===== src/rtl/spi_ctl_slave.sv =====
`timescale 1ns/1ps
module spi_ctl_slave #(
  parameter int ADDR_W       = 16,
  parameter int DATA_W       = 8,
  parameter int ENTRY_PULSES = 3,
  parameter int SUB_BYTES    = 2
) (
  input  logic              clk,
  input  logic              rst_n,
  input  logic              sel_n,
  input  logic              sclk,
  input  logic              mosi,
  output logic              sdo,
  output logic              sdo_oe,
  output logic              twowire_mode,
  output logic [ADDR_W-1:0] reg_addr,
  output logic [DATA_W-1:0] reg_wdata,
  output logic              reg_we,
  input  logic [DATA_W-1:0] reg_rdata
);
  localparam int BIT_W  = $clog2(DATA_W);
  localparam int CNT_W  = $clog2(ENTRY_PULSES + 1);
  localparam int HDR    = 1 + SUB_BYTES;
  localparam int BYTE_W = $clog2(HDR + 1);

  logic [2:0]        sel_q, clk_q;
  logic [1:0]        din_q;
  logic              spi_mode, rd_flag, step;
  logic [CNT_W-1:0]  pulses;
  logic [BIT_W-1:0]  bit_cnt;
  logic [BYTE_W-1:0] byte_cnt;
  logic [DATA_W-2:0] in_sr;
  logic [DATA_W-1:0] out_sr;

  wire sel_rise = sel_q[1] & ~sel_q[2];
  wire sel_fall = ~sel_q[1] & sel_q[2];
  wire sck_rise = clk_q[1] & ~clk_q[2];
  wire sck_fall = ~clk_q[1] & clk_q[2];
  wire din      = din_q[1];
  wire [DATA_W-1:0] byte_in = {in_sr, din};
  wire last_bit = (bit_cnt == BIT_W'(DATA_W - 1));

  assign twowire_mode = ~spi_mode;
  assign sdo          = sdo_oe & out_sr[DATA_W-1];

  always_ff @(posedge clk or negedge rst_n) begin
    if (!rst_n) begin
      sel_q     <= '1;
      clk_q     <= '1;
      din_q     <= '0;
      spi_mode  <= 1'b0;
      pulses    <= '0;
      bit_cnt   <= '0;
      byte_cnt  <= '0;
      rd_flag   <= 1'b0;
      step      <= 1'b0;
      in_sr     <= '0;
      out_sr    <= '0;
      sdo_oe    <= 1'b0;
      reg_addr  <= '0;
      reg_wdata <= '0;
      reg_we    <= 1'b0;
    end else begin
      sel_q  <= {sel_q[1:0], sel_n};
      clk_q  <= {clk_q[1:0], sclk};
      din_q  <= {din_q[0], mosi};
      reg_we <= 1'b0;
      step   <= 1'b0;
      if (step) reg_addr <= reg_addr + 1'b1;

      if (!spi_mode) begin
        if (sel_rise) begin
          if (pulses == CNT_W'(ENTRY_PULSES - 1)) spi_mode <= 1'b1;
          else pulses <= pulses + 1'b1;
        end
      end else if (sel_rise || sel_fall) begin
        bit_cnt  <= '0;
        byte_cnt <= '0;
        rd_flag  <= 1'b0;
        sdo_oe   <= 1'b0;
      end else if (!sel_q[1]) begin
        if (sck_rise) begin
          in_sr   <= {in_sr[DATA_W-3:0], din};
          bit_cnt <= bit_cnt + 1'b1;
          if (last_bit) begin
            if (byte_cnt != BYTE_W'(HDR)) byte_cnt <= byte_cnt + 1'b1;
            if (byte_cnt == '0)
              rd_flag <= din;
            else if (byte_cnt < BYTE_W'(HDR))
              reg_addr <= {reg_addr[ADDR_W-DATA_W-1:0], byte_in};
            else begin
              step <= 1'b1;
              if (!rd_flag) begin
                reg_we    <= 1'b1;
                reg_wdata <= byte_in;
              end
            end
          end
        end else if (sck_fall && rd_flag && byte_cnt == BYTE_W'(HDR)) begin
          if (bit_cnt == '0) begin
            out_sr <= reg_rdata;
            sdo_oe <= 1'b1;
          end else begin
            out_sr <= out_sr << 1;
          end
        end
      end
    end
  end
endmodule


===== config.mk =====
export PLATFORM = sky130hd
export DESIGN_NAME = spi_ctl_slave
export DESIGN_NICKNAME = d
export VERILOG_FILES = /design/src/rtl/spi_ctl_slave.sv
export SDC_FILE = /design/constraint.sdc
export NUM_CORES = 1
export LEC_CHECK = 0
export BUFFER_PORTS_ARGS = -buffer_cell sky130_fd_sc_hd__buf_2
export CORE_MARGIN = 2
export CORE_UTILIZATION = 56
export DETAILED_ROUTE_END_ITERATION = 8
export HOLD_SLACK_MARGIN = 0.03
export PLACE_DENSITY_LB_ADDON = 0.12
export RECOVER_POWER = 25
export SETUP_SLACK_MARGIN = 0.5
export SYNTH_ARGS = -nofsm -noshare
export SYNTH_HDL_FRONTEND = slang
export SYNTH_SLANG_ARGS = --single-unit

===== constraint.sdc =====
create_clock -name clk -period 2.4 [get_ports clk]
set_input_delay 0.12 -clock clk [delete_from_list [all_inputs] [get_ports clk]]
set_output_delay 0.12 -clock clk [all_outputs]
set_load 0.005 [all_outputs]

==> results.cfg, run 1 <==
[synth]
avgSynthCellArea_um2 = 11.3
yosys.cell_types.count = 41
syn_nets = 267
muxShareOfSynthArea_pct = 11.7
synth_top_family_by_area = simple AND/OR/NAND/NOR gates
post_synth_instance_area_mm2 = 0.00277
synth_seq_area_share_pct = 53.7
synth-compound-area-share_pct = 8.19
ys.warnings.count = 0
yosys.area_share.adder_pct = 4.07
synthFlopType = sky130_fd_sc_hd__dfrtp_1
synth_async_sr_flop_share_pct = 100
mapped_cells = 245
synthSimpleGateAreaFrac_pct = 15.3
synth_xor_xnor_area_share_pct = 3.80
number_of_flip_flops_and_latches_in_the_synthesized_netlist = 59
number_of_enable_type_register_cells_in_the_synthesized_netlist = 0

[timing]
max_clock_freq_mhz = 474
hold_ws_ns = 0.0549
finalSetupTns_ns = 0
timing.final.ws_setup_ns = 0.291
max-slew-margin-rel_pct = 9.30
report.final.slew_viol_count = 0
grt_setup_unrepaired = yes
final-setup-viol-count = 0
final.min_clock_period_ns = 2.11
clock_skew_ns = 0.00630
worst_pin_slew_ns = 1.36
finalHoldViolCount = 0
post-route-period-util_pct = 87.9

[route]
finalWirelength_mm = 5.15
via_count = 1941
antenna_left = 0
routedWlPerCell_um = 13.8
route.detailed.vias_per_inst = 5.20
drt_drc_violations_left = 0
drt_first_pass_iters = 4
dr.first_iter.drc_count = 109

[critical_path]
cp.arrival_ns = 2.33
worst_ep_required_time_ns = 2.63
critical_path_class = reg2reg
path_max_fanout = 8
worstSetupStartpointType = register
timing.critical_path.to_type = register

[min_path]
hold_class = in2reg

[layout]
area_delta_synth_final_pct = 21.9
post_layout_net_count = 323
post_route_non_filler_standard_cell_count = 373
fill_cells = 357
most-common-layout-cells = sky130_fd_sc_hd__dfrtp_1 (53), sky130_fd_sc_hd__buf_2 (36), sky130_fd_sc_hd__nand2_1 (33), sky130_fd_sc_hd__o21ai_1 (17), sky130_fd_sc_hd__inv_1 (10)
commonest_non_fill_non_tap_cell_in_the_layout = sky130_fd_sc_hd__dfrtp_1
finish.instance_area_mm2 = 0.00337
layout_cells_sized_above_1_pct = 30.4
antenna_cells = 0

[placement]
io_buffer_count = 40
placer_congestion_estimate = 0.788
place_inst = 347
place_hpwl_mm = 3.45
post_place_worst_slack_ns = 0.213
dpl-instance-area_mm2 = 0.00305

[outcome]
outcome = finished, final reports clean

[cts]
path_clk_slew_ns = 0.07
tritoncts.num_buffers = 9
cts.sink_count = 59
cts_root_buffer = sky130_fd_sc_hd__clkbuf_8
worstSkewPairLatency_ns = 0.34
htree_levels = 3
cts_tree = built
maximum_buffer_depth_of_the_clock_tree = 2

[flow_run]
timing.max_cap.violations = 0

[grt]
global_route_wire_length_before_repair_mm = 8.45
antenna_violations_before_repair = 0
number_of_global_route_vias_before_repair = 1824
grt-ovfl-total = 0
gr-usage-all-layers_pct = 20.6
grt_start_max_net_pins = 60

[floorplan]
pin_count = 41
chipWidth_um = 74.3
initial_utilization_pct = 58.2
placementRows = 25
design.core.area_mm2 = 0.00475
fp.dieH_um = 74.3
design.die.area_mm2 = 0.00552

[pwr]
static-leakage-power_uw = 0.00172
p_per_area_mw_per_mm2 = 733
max-vdd-ir-drop_mv = 0.460
[where the power goes]
part           switching (µW)  internal, µW
registers                66.2          1070
logic                     178           183
clock network             398           579
[cells in the mapped netlist, types with 2 or more instances]
| master | instances | area share [%] |
|---|---|---|
| sky130_fd_sc_hd__mux2i_1 | 9 | 3.3 |
| sky130_fd_sc_hd__nand2b_1 | 2 | 0.45 |
| sky130_fd_sc_hd__ha_1 | 9 | 4.1 |
| sky130_fd_sc_hd__o21ai_1 | 18 | 3.3 |
| sky130_fd_sc_hd__a31oi_1 | 2 | 0.45 |
| sky130_fd_sc_hd__nor3_1 | 4 | 0.72 |
| sky130_fd_sc_hd__buf_2 | 4 | 0.72 |
| sky130_fd_sc_hd__o21ai_0 | 5 | 0.90 |
| sky130_fd_sc_hd__mux2_4 | 8 | 4.3 |
| sky130_fd_sc_hd__nor2_1 | 8 | 1.1 |
| sky130_fd_sc_hd__xor2_1 | 9 | 2.9 |
| sky130_fd_sc_hd__dfrtp_1 | 53 | 48 |
| sky130_fd_sc_hd__a22o_1 | 8 | 2.5 |
| sky130_fd_sc_hd__xnor2_1 | 3 | 0.95 |
| sky130_fd_sc_hd__and2_1 | 2 | 0.45 |
| sky130_fd_sc_hd__and4bb_2 | 2 | 0.90 |
| sky130_fd_sc_hd__and4_1 | 3 | 0.95 |
| sky130_fd_sc_hd__nand4_1 | 6 | 1.4 |
| sky130_fd_sc_hd__dfstp_2 | 6 | 5.7 |
| sky130_fd_sc_hd__nand2_1 | 34 | 4.6 |
| sky130_fd_sc_hd__mux2_2 | 9 | 3.7 |
| sky130_fd_sc_hd__nand3_1 | 4 | 0.72 |
| sky130_fd_sc_hd__or3_1 | 2 | 0.45 |
| sky130_fd_sc_hd__clkbuf_1 | 7 | 0.95 |
| sky130_fd_sc_hd__and3_1 | 2 | 0.45 |
| sky130_fd_sc_hd__inv_1 | 11 | 1.5 |
[what timing repair did]
item / CTS / global route
gates resized for setup: 3 / 9
setup endpoints to repair: 9 / 20
pin swaps: 0 / 0
hold buffers: 5 / 0
endpoints found under the hold margin: 57 / 0
gates cloned: 0 / 2
buffers inserted: 2 / 1
[cell families after synthesis]
family                   count (synthesis)
AND/OR/NAND/NOR                         78
flip-flops                              59
AO/OA/AOI/OAI                           37
multiplexers                            27
buffers and inverters                   23
XOR/XNOR                                12
adder cells (fa/ha/maj)                  9
[area by class of cell]
| class | count | area, µm² | area share (%) |
|---|---|---|---|
| flip-flops and latches | 59 | 1480 | 44.0 |
| repair buffers | 56 | 333 | 9.87 |
| well taps | 67 | 83.8 | 2.49 |
| inverters | 12 | 45.0 | 1.34 |
| clock buffers | 9 | 124 | 3.67 |
| multi-input cells | 163 | 1210 | 35.9 |
| clock inverters | 7 | 92.6 | 2.75 |
[per-stage QoR]
stage / total power [µW] / util (%)
after floorplan: 1380 / -
after global placement: 1480 / 64.2
after detailed placement: 1500 / 64.2
after CTS: 2490 / 70.4
after global routing: 2580 / 70.9
final: 2470 / 70.9
[routing by layer]
| metal | GRT usage (%) | up-vias | part of all wire (%) |
|---|---|---|---|
| li1 | - | 972 | - |
| met1 | 29.4 | 914 | 50 |
| met2 | 29.6 | 44 | 44 |
| met3 | 4.88 | 11 | 3.6 |
| met4 | 10.1 | 0 | 2.0 |
| met5 | 0 | - | 0 |
[path summary, 6_finish.rpt]
path	start	end	slack, ns	cells past startpoint
max	sel_q[2]	reg_wdata[5]	0.29	6
min reg2reg	sel_q[0]	sel_q[1]	0.36	0
max in group asynchronous	rst_n	bit_cnt[1]	0.87	3
min in group asynchronous	rst_n	reg_addr[12]	0.70	3
min	reg_rdata[1]	out_sr[1]	0.05	3
max reg2reg	sel_q[2]	reg_wdata[5]	0.29	6
[state kept, by name, indices dropped and copies added, names as in the netlist]
name and flops:
reg_addr 16, out_sr 8, reg_wdata 8, in_sr 7, bit_cnt 3, clk_q 3, sel_q 3, byte_cnt 2
din_q 2, pulses 2, rd_flag 1, reg_we 1, sdo_oe 1, spi_mode 1, step 1
[critical path: stages (launching register included)]
cell and delay, ns:
sky130_fd_sc_hd__dfstp_2 0.54, sky130_fd_sc_hd__inv_2 0.03, sky130_fd_sc_hd__ha_1 0.28, sky130_fd_sc_hd__nand3b_1 0.11, sky130_fd_sc_hd__or4_4 0.48, sky130_fd_sc_hd__nor2_8 0.22
sky130_fd_sc_hd__mux2_4 0.33
Power figures use the tool's default switching activity.
==> inputs of run 2 (changes only) <==
HOLD_SLACK_MARGIN = 0.12   (was 0.03)
==> run 2 against run 1 <==
First-iteration DRC count down 6.4%. Wire length up 2.3%. Combinational power up 2%. Via count up 2.1%. Final area up 2.0%. Maximum frequency about the same. Critical endpoint unchanged. Largest power group unchanged.
==> results.cfg, run 2 (same netlist as run 1, synthesis figures left out) <==
[route]
via_count = 1981
finalWirelength_mm = 5.27
routedWlPerCell_um = 13.9
dr.first_iter.drc_count = 102
route.detailed.vias_per_inst = 5.21
antenna_left = 0
drt_first_pass_iters = 4
drt_drc_violations_left = 0

[pwr]
comb_power_share_pct = 14.9
static-leakage-power_uw = 0.00174
switching_power_uw = 642
max-vdd-ir-drop_mv = 0.459
p_int_uw = 1840
p_per_area_mw_per_mm2 = 721
power.share.sequential_pct = 45.7
swShare_pct = 25.9
clkPwrFrac_pct = 39.4

[timing]
finalHoldViolCount = 0
grt_setup_unrepaired = yes
report.final.slew_viol_count = 0
max_clock_freq_mhz = 475
final-setup-viol-count = 0
max-slew-margin-rel_pct = 9.19
finalSetupTns_ns = 0
clock_skew_ns = 0.00618
worst_pin_slew_ns = 1.36
final.min_clock_period_ns = 2.11
timing.final.ws_setup_ns = 0.293
post-route-period-util_pct = 87.8

[critical_path]
timing.critical_path.to_type = register
launch_point_of_the_worst_reg_to_reg_path = sel_q[2]
critical_path_class = reg2reg
cp.arrival_ns = 2.33
reg2reg_to = reg_wdata[5]
worstSetupStartpointType = register
worst_r2r_path_depth = 6
path_max_fanout = 8
worst_ep_required_time_ns = 2.62
register_to_register_setup_slack_ns = 0.29

[grt]
grt_start_max_net_pins = 60
grt-ovfl-total = 0
global_route.usage.met2_pct = 30.7
global_route_wire_length_before_repair_mm = 8.62
grt_util_met3_pct = 4.88
gr-usage-all-layers_pct = 20.9
antenna_violations_before_repair = 0
met1_usage_pct = 29.6
number_of_global_route_vias_before_repair = 1885
busiest_layer = met2

[cts]
cts_root_buffer = sky130_fd_sc_hd__clkbuf_8
cts.sink_count = 59
cts_tree = built
worstSkewPairLatency_ns = 0.34
htree_levels = 3
path_clk_slew_ns = 0.07
maximum_buffer_depth_of_the_clock_tree = 2
tritoncts.num_buffers = 9

[placement]
io_buffer_count = 40
placer_congestion_estimate = 0.788
post_place_worst_slack_ns = 0.213
place_hpwl_mm = 3.45

[min_path]
timing.hold.worst_path_depth = 0
hold_start = sel_q[0]
hold_end = sel_q[1]
hold_class = reg2reg

[layout]
fill_cells = 351
largest_register_ffs = 16
area_delta_synth_final_pct = 24.4
most-common-layout-cells = sky130_fd_sc_hd__dfrtp_1 (53), sky130_fd_sc_hd__buf_2 (35), sky130_fd_sc_hd__nand2_1 (33), sky130_fd_sc_hd__o21ai_1 (17), sky130_fd_sc_hd__dlygate4sd3_1 (12)
layout_cells_sized_above_1_pct = 29.4
registers.top_by_ff_count = reg_addr
commonest_non_fill_non_tap_cell_in_the_layout = sky130_fd_sc_hd__dfrtp_1
biggestRegsByFlops = reg_addr x16, out_sr x8, reg_wdata x8
antenna_cells = 0
post_layout_net_count = 330

[outcome]
outcome = finished, final reports clean

[floorplan]
initial_utilization_pct = 58.2
placementRows = 25
chipWidth_um = 74.3
design.core.area_mm2 = 0.00475
fp.dieH_um = 74.3
pin_count = 41
design.die.area_mm2 = 0.00552

[flow_run]
timing.max_cap.violations = 0
-- run 2: cell type report --
class	count	area (µm²)	share of cell area (%)
multi-input combinational	163	1210	35.2
clock buffer	9	124	3.60
sequential	59	1480	43.1
tap	67	83.8	2.44
clock inverter	7	92.6	2.69
inverter	12	45.0	1.31
timing repair buffer	63	402	11.7
-- run 2: stage by stage --
stage | hold slack (ns) | area, µm² | utilization (%) | instances | total power (µW)
floorplan | -0.176 | 2770 | - | 245 | 1380
global placement | 0.225 | 3050 | 64.2 | 347 | 1480
detailed placement | 0.226 | 3050 | 64.2 | 347 | 1500
CTS | 0.357 | 3420 | 71.9 | 377 | 2500
global route | 0.364 | 3440 | 72.4 | 380 | 2590
finish | 0.361 | 3440 | 72.4 | 380 | 2480
-- run 2: power groups by stage --
stage / registers, µW / clock network, µW / logic (µW)
after detailed placement: 1150 / 0 / 349
after global routing: 1140 / 1030 / 416
after CTS: 1140 / 995 / 372
final: 1130 / 977 / 370
after floorplan: 1130 / 0 / 252
after global placement: 1150 / 0 / 337
-- run 2: how the worst max path moves through the flow --
| stage | cells after the start | from | end | slack [ns] |
|---|---|---|---|---|
| 2_1_floorplan | 7 | sel_q[2] | reg_wdata[0] | 0.26 |
| 3_3_place_gp | 6 | sel_q[2] | reg_wdata[4] | 0.29 |
| 3_5_place_dp | 6 | sel_q[2] | reg_wdata[5] | 0.21 |
| 4_1_cts | 6 | sel_q[2] | reg_wdata[5] | 0.31 |
| 5_1_grt | 6 | sel_q[2] | reg_wdata[5] | 0.23 |
| 6_report | 6 | sel_q[2] | reg_wdata[5] | 0.29 |
-- run 2: repair_timing --
item / CTS / global route
endpoints found under the setup margin: 9 / 20
hold buffers: 12 / 0
buffers inserted: 2 / 1
gates cloned: 0 / 2
endpoints found under the hold margin: 64 / 0
pin swaps: 0 / 0
gates resized for setup: 3 / 9
-- run 2: critical path, stage by stage (launching register included) --
cell and delay (ns):
sky130_fd_sc_hd__dfstp_2 0.54, sky130_fd_sc_hd__inv_2 0.03, sky130_fd_sc_hd__ha_1 0.28, sky130_fd_sc_hd__nand3b_1 0.11, sky130_fd_sc_hd__or4_4 0.48, sky130_fd_sc_hd__nor2_8 0.22
sky130_fd_sc_hd__mux2_4 0.33
-- run 2: metal layers --
| metal | vias up | wire [µm] |
|---|---|---|
| met5 | - | 0 |
| met1 | 942 | 2630 |
| met3 | 10 | 197 |
| met2 | 46 | 2350 |
| li1 | 983 | - |
| met4 | 0 | 90 |
==> inputs of run 3 (changes only) <==
BUFFER_PORTS_ARGS = not set   (was -buffer_cell sky130_fd_sc_hd__buf_2)
CORE_UTILIZATION = 67   (was 56)
DONT_BUFFER_PORTS = 1   (was not set)
clock period = 2.6 ns   (was 2.4 ns; I/O delays follow)
==> run 3 against run 2 <==
Combinational power shrank 5.7%. Final cell count shrank 15%. Worst hold slack lost 0.011 ns. Critical endpoint is now reg_wdata[6]. Register-to-register slack gained 0.23 ns.
==> results.cfg, run 3 (same netlist as run 1, synthesis figures left out) <==
[grt]
gr-usage-all-layers_pct = 26.4
grt_start_max_net_pins = 60
antenna_violations_before_repair = 0
grt-ovfl-total = 0
number_of_global_route_vias_before_repair = 1907
global_route_wire_length_before_repair_mm = 8.85

[timing]
final.min_clock_period_ns = 2.08
post-route-period-util_pct = 80.0
finalHoldViolCount = 0
worst_pin_slew_ns = 1.41
finalSetupTns_ns = 0
hold_ws_ns = 0.350
max-slew-margin-rel_pct = 6.09
clock_skew_ns = 0.0111
report.final.slew_viol_count = 0
grt_setup_unrepaired = yes
final-setup-viol-count = 0
max_clock_freq_mhz = 481

[critical_path]
worstSetupStartpointType = register
path_max_fanout = 8
worst_ep_required_time_ns = 2.81
critical_path_class = reg2reg
worstPathBufferInverterCount = 1
critical-path-slowest-cell = sky130_fd_sc_hd__dfstp_2
timing.critical_path.to_type = register
register_to_register_setup_slack_ns = 0.52
critPathTopFamily = simple AND/OR/NAND/NOR gates
timing.critical_path.slowest_cell_delay_ns = 0.54
crit_chain = inv_2, ha_4, nand3b_1, or4_4, nor2_8, mux2_4
cp.arrival_ns = 2.29

[floorplan]
pin_count = 41
design.core.area_mm2 = 0.00400
initial_utilization_pct = 69.1
design.die.area_mm2 = 0.00466
fp.dieH_um = 68.2
placementRows = 23
chipWidth_um = 68.2

[cts]
cts.sink_count = 59
tritoncts.num_buffers = 9
cts_tree = built
maximum_buffer_depth_of_the_clock_tree = 2
cts_root_buffer = sky130_fd_sc_hd__clkbuf_8
htree_levels = 3
worstSkewPairLatency_ns = 0.32
path_clk_slew_ns = 0.06

[route]
drt_drc_violations_left = 0
dr.first_iter.drc_count = 144
finalWirelength_mm = 5.42
routedWlPerCell_um = 16.8
antenna_left = 0
route.detailed.vias_per_inst = 5.92
via_count = 1913
drt_first_pass_iters = 4

[flow_run]
timing.max_cap.violations = 0

[layout]
post_layout_net_count = 290
antenna_cells = 0
largest_register_ffs = 16
most-common-layout-cells = sky130_fd_sc_hd__dfrtp_1 (53), sky130_fd_sc_hd__nand2_1 (34), sky130_fd_sc_hd__o21ai_1 (18), sky130_fd_sc_hd__dlygate4sd3_1 (12)
post_route_non_filler_standard_cell_count = 323
commonest_non_fill_non_tap_cell_in_the_layout = sky130_fd_sc_hd__dfrtp_1
area_delta_synth_final_pct = 14.7
registers.top_by_ff_count = reg_addr
layout_cells_sized_above_1_pct = 19.8
biggestRegsByFlops = reg_addr x16, out_sr x8, reg_wdata x8

[placement]
place_hpwl_mm = 3.59
placer_congestion_estimate = 0.864
place_inst = 287
io_buffer_count = 0

[pwr]
p_per_area_mw_per_mm2 = 660
power.total_uw = 2090
static-leakage-power_uw = 0.00152
max-vdd-ir-drop_mv = 0.505

[outcome]
outcome = finished, final reports clean

[min_path]
hold_class = reg2reg
==> run 3: changes by cell type in the layout (fill, tap and decap cells not counted), moves of 2 or more <==
cell,delta
sky130_fd_sc_hd__ha_1,-2
sky130_fd_sc_hd__buf_2,-35
sky130_fd_sc_hd__clkinvlp_4,-3
sky130_fd_sc_hd__dfstp_2,+2
sky130_fd_sc_hd__dfstp_1,-2
sky130_fd_sc_hd__bufinv_16,-2
sky130_fd_sc_hd__clkinv_2,-2
==> run 3: timing repair <==
action / 4_1_cts / 5_1_grt
pin swaps: 3 / 2
setup buffers: 5 / 2
hold buffers: 13 / 0
gates resized for setup: 3 / 5
endpoints found under the setup margin: 8 / 27
endpoints found under the hold margin: 70 / 0
==> run 3: cell type report <==
type / instances / area, µm²
timing repair buffer: 23 / 204
multi-input combinational: 163 / 1210
tap: 50 / 62.6
sequential: 59 / 1480
clock buffer: 16 / 160
inverter: 12 / 45.0
fill: 238 / 830
==> run 3: path summary, 6_finish.rpt <==
kind / from / end / cells after the start
max: sel_q[2] / reg_wdata[6] / 6
min: din_q[0] / din_q[1] / 0
max reg2reg: sel_q[2] / reg_wdata[6] / 6
min reg2reg: din_q[0] / din_q[1] / 0
max in group asynchronous: rst_n / reg_wdata[0] / 2
min in group asynchronous: rst_n / reg_addr[5] / 2
==> run 3: worst reg2reg max path, stage by stage, from the launching register on <==
cell	delay (ns)
sky130_fd_sc_hd__dfstp_2	0.54
sky130_fd_sc_hd__inv_2	0.05
sky130_fd_sc_hd__ha_4	0.26
sky130_fd_sc_hd__nand3b_1	0.10
sky130_fd_sc_hd__or4_4	0.48
sky130_fd_sc_hd__nor2_8	0.22
sky130_fd_sc_hd__mux2_4	0.33
==> run 3: routing by layer <==
metal	vias up	global-route usage, %	wire length (µm)
met5	-	0	0
met4	0	13.3	71
met3	9	6.74	349
met2	81	40.8	2620
met1	930	34.6	2380
li1	893	-	-
==> run 3: power by group <==
group / internal [µW] / total (µW) / switching (µW)
registers: 987 / 1050 / 63.5
logic: 181 / 349 / 168
clock network: 375 / 693 / 318
==> run 3: metrics by stage <==
stage / util (%) / setup slack [ns] / instance area [µm²]
5_1_grt: 79.3 / 0.476 / 3170
3_5_place_dp: 70.2 / 0.238 / 2810
2_1_floorplan: - / 0.465 / 2770
3_3_place_gp: 70.2 / 0.311 / 2810
6_report: 79.3 / 0.520 / 3170
4_1_cts: 79.2 / 0.386 / 3170
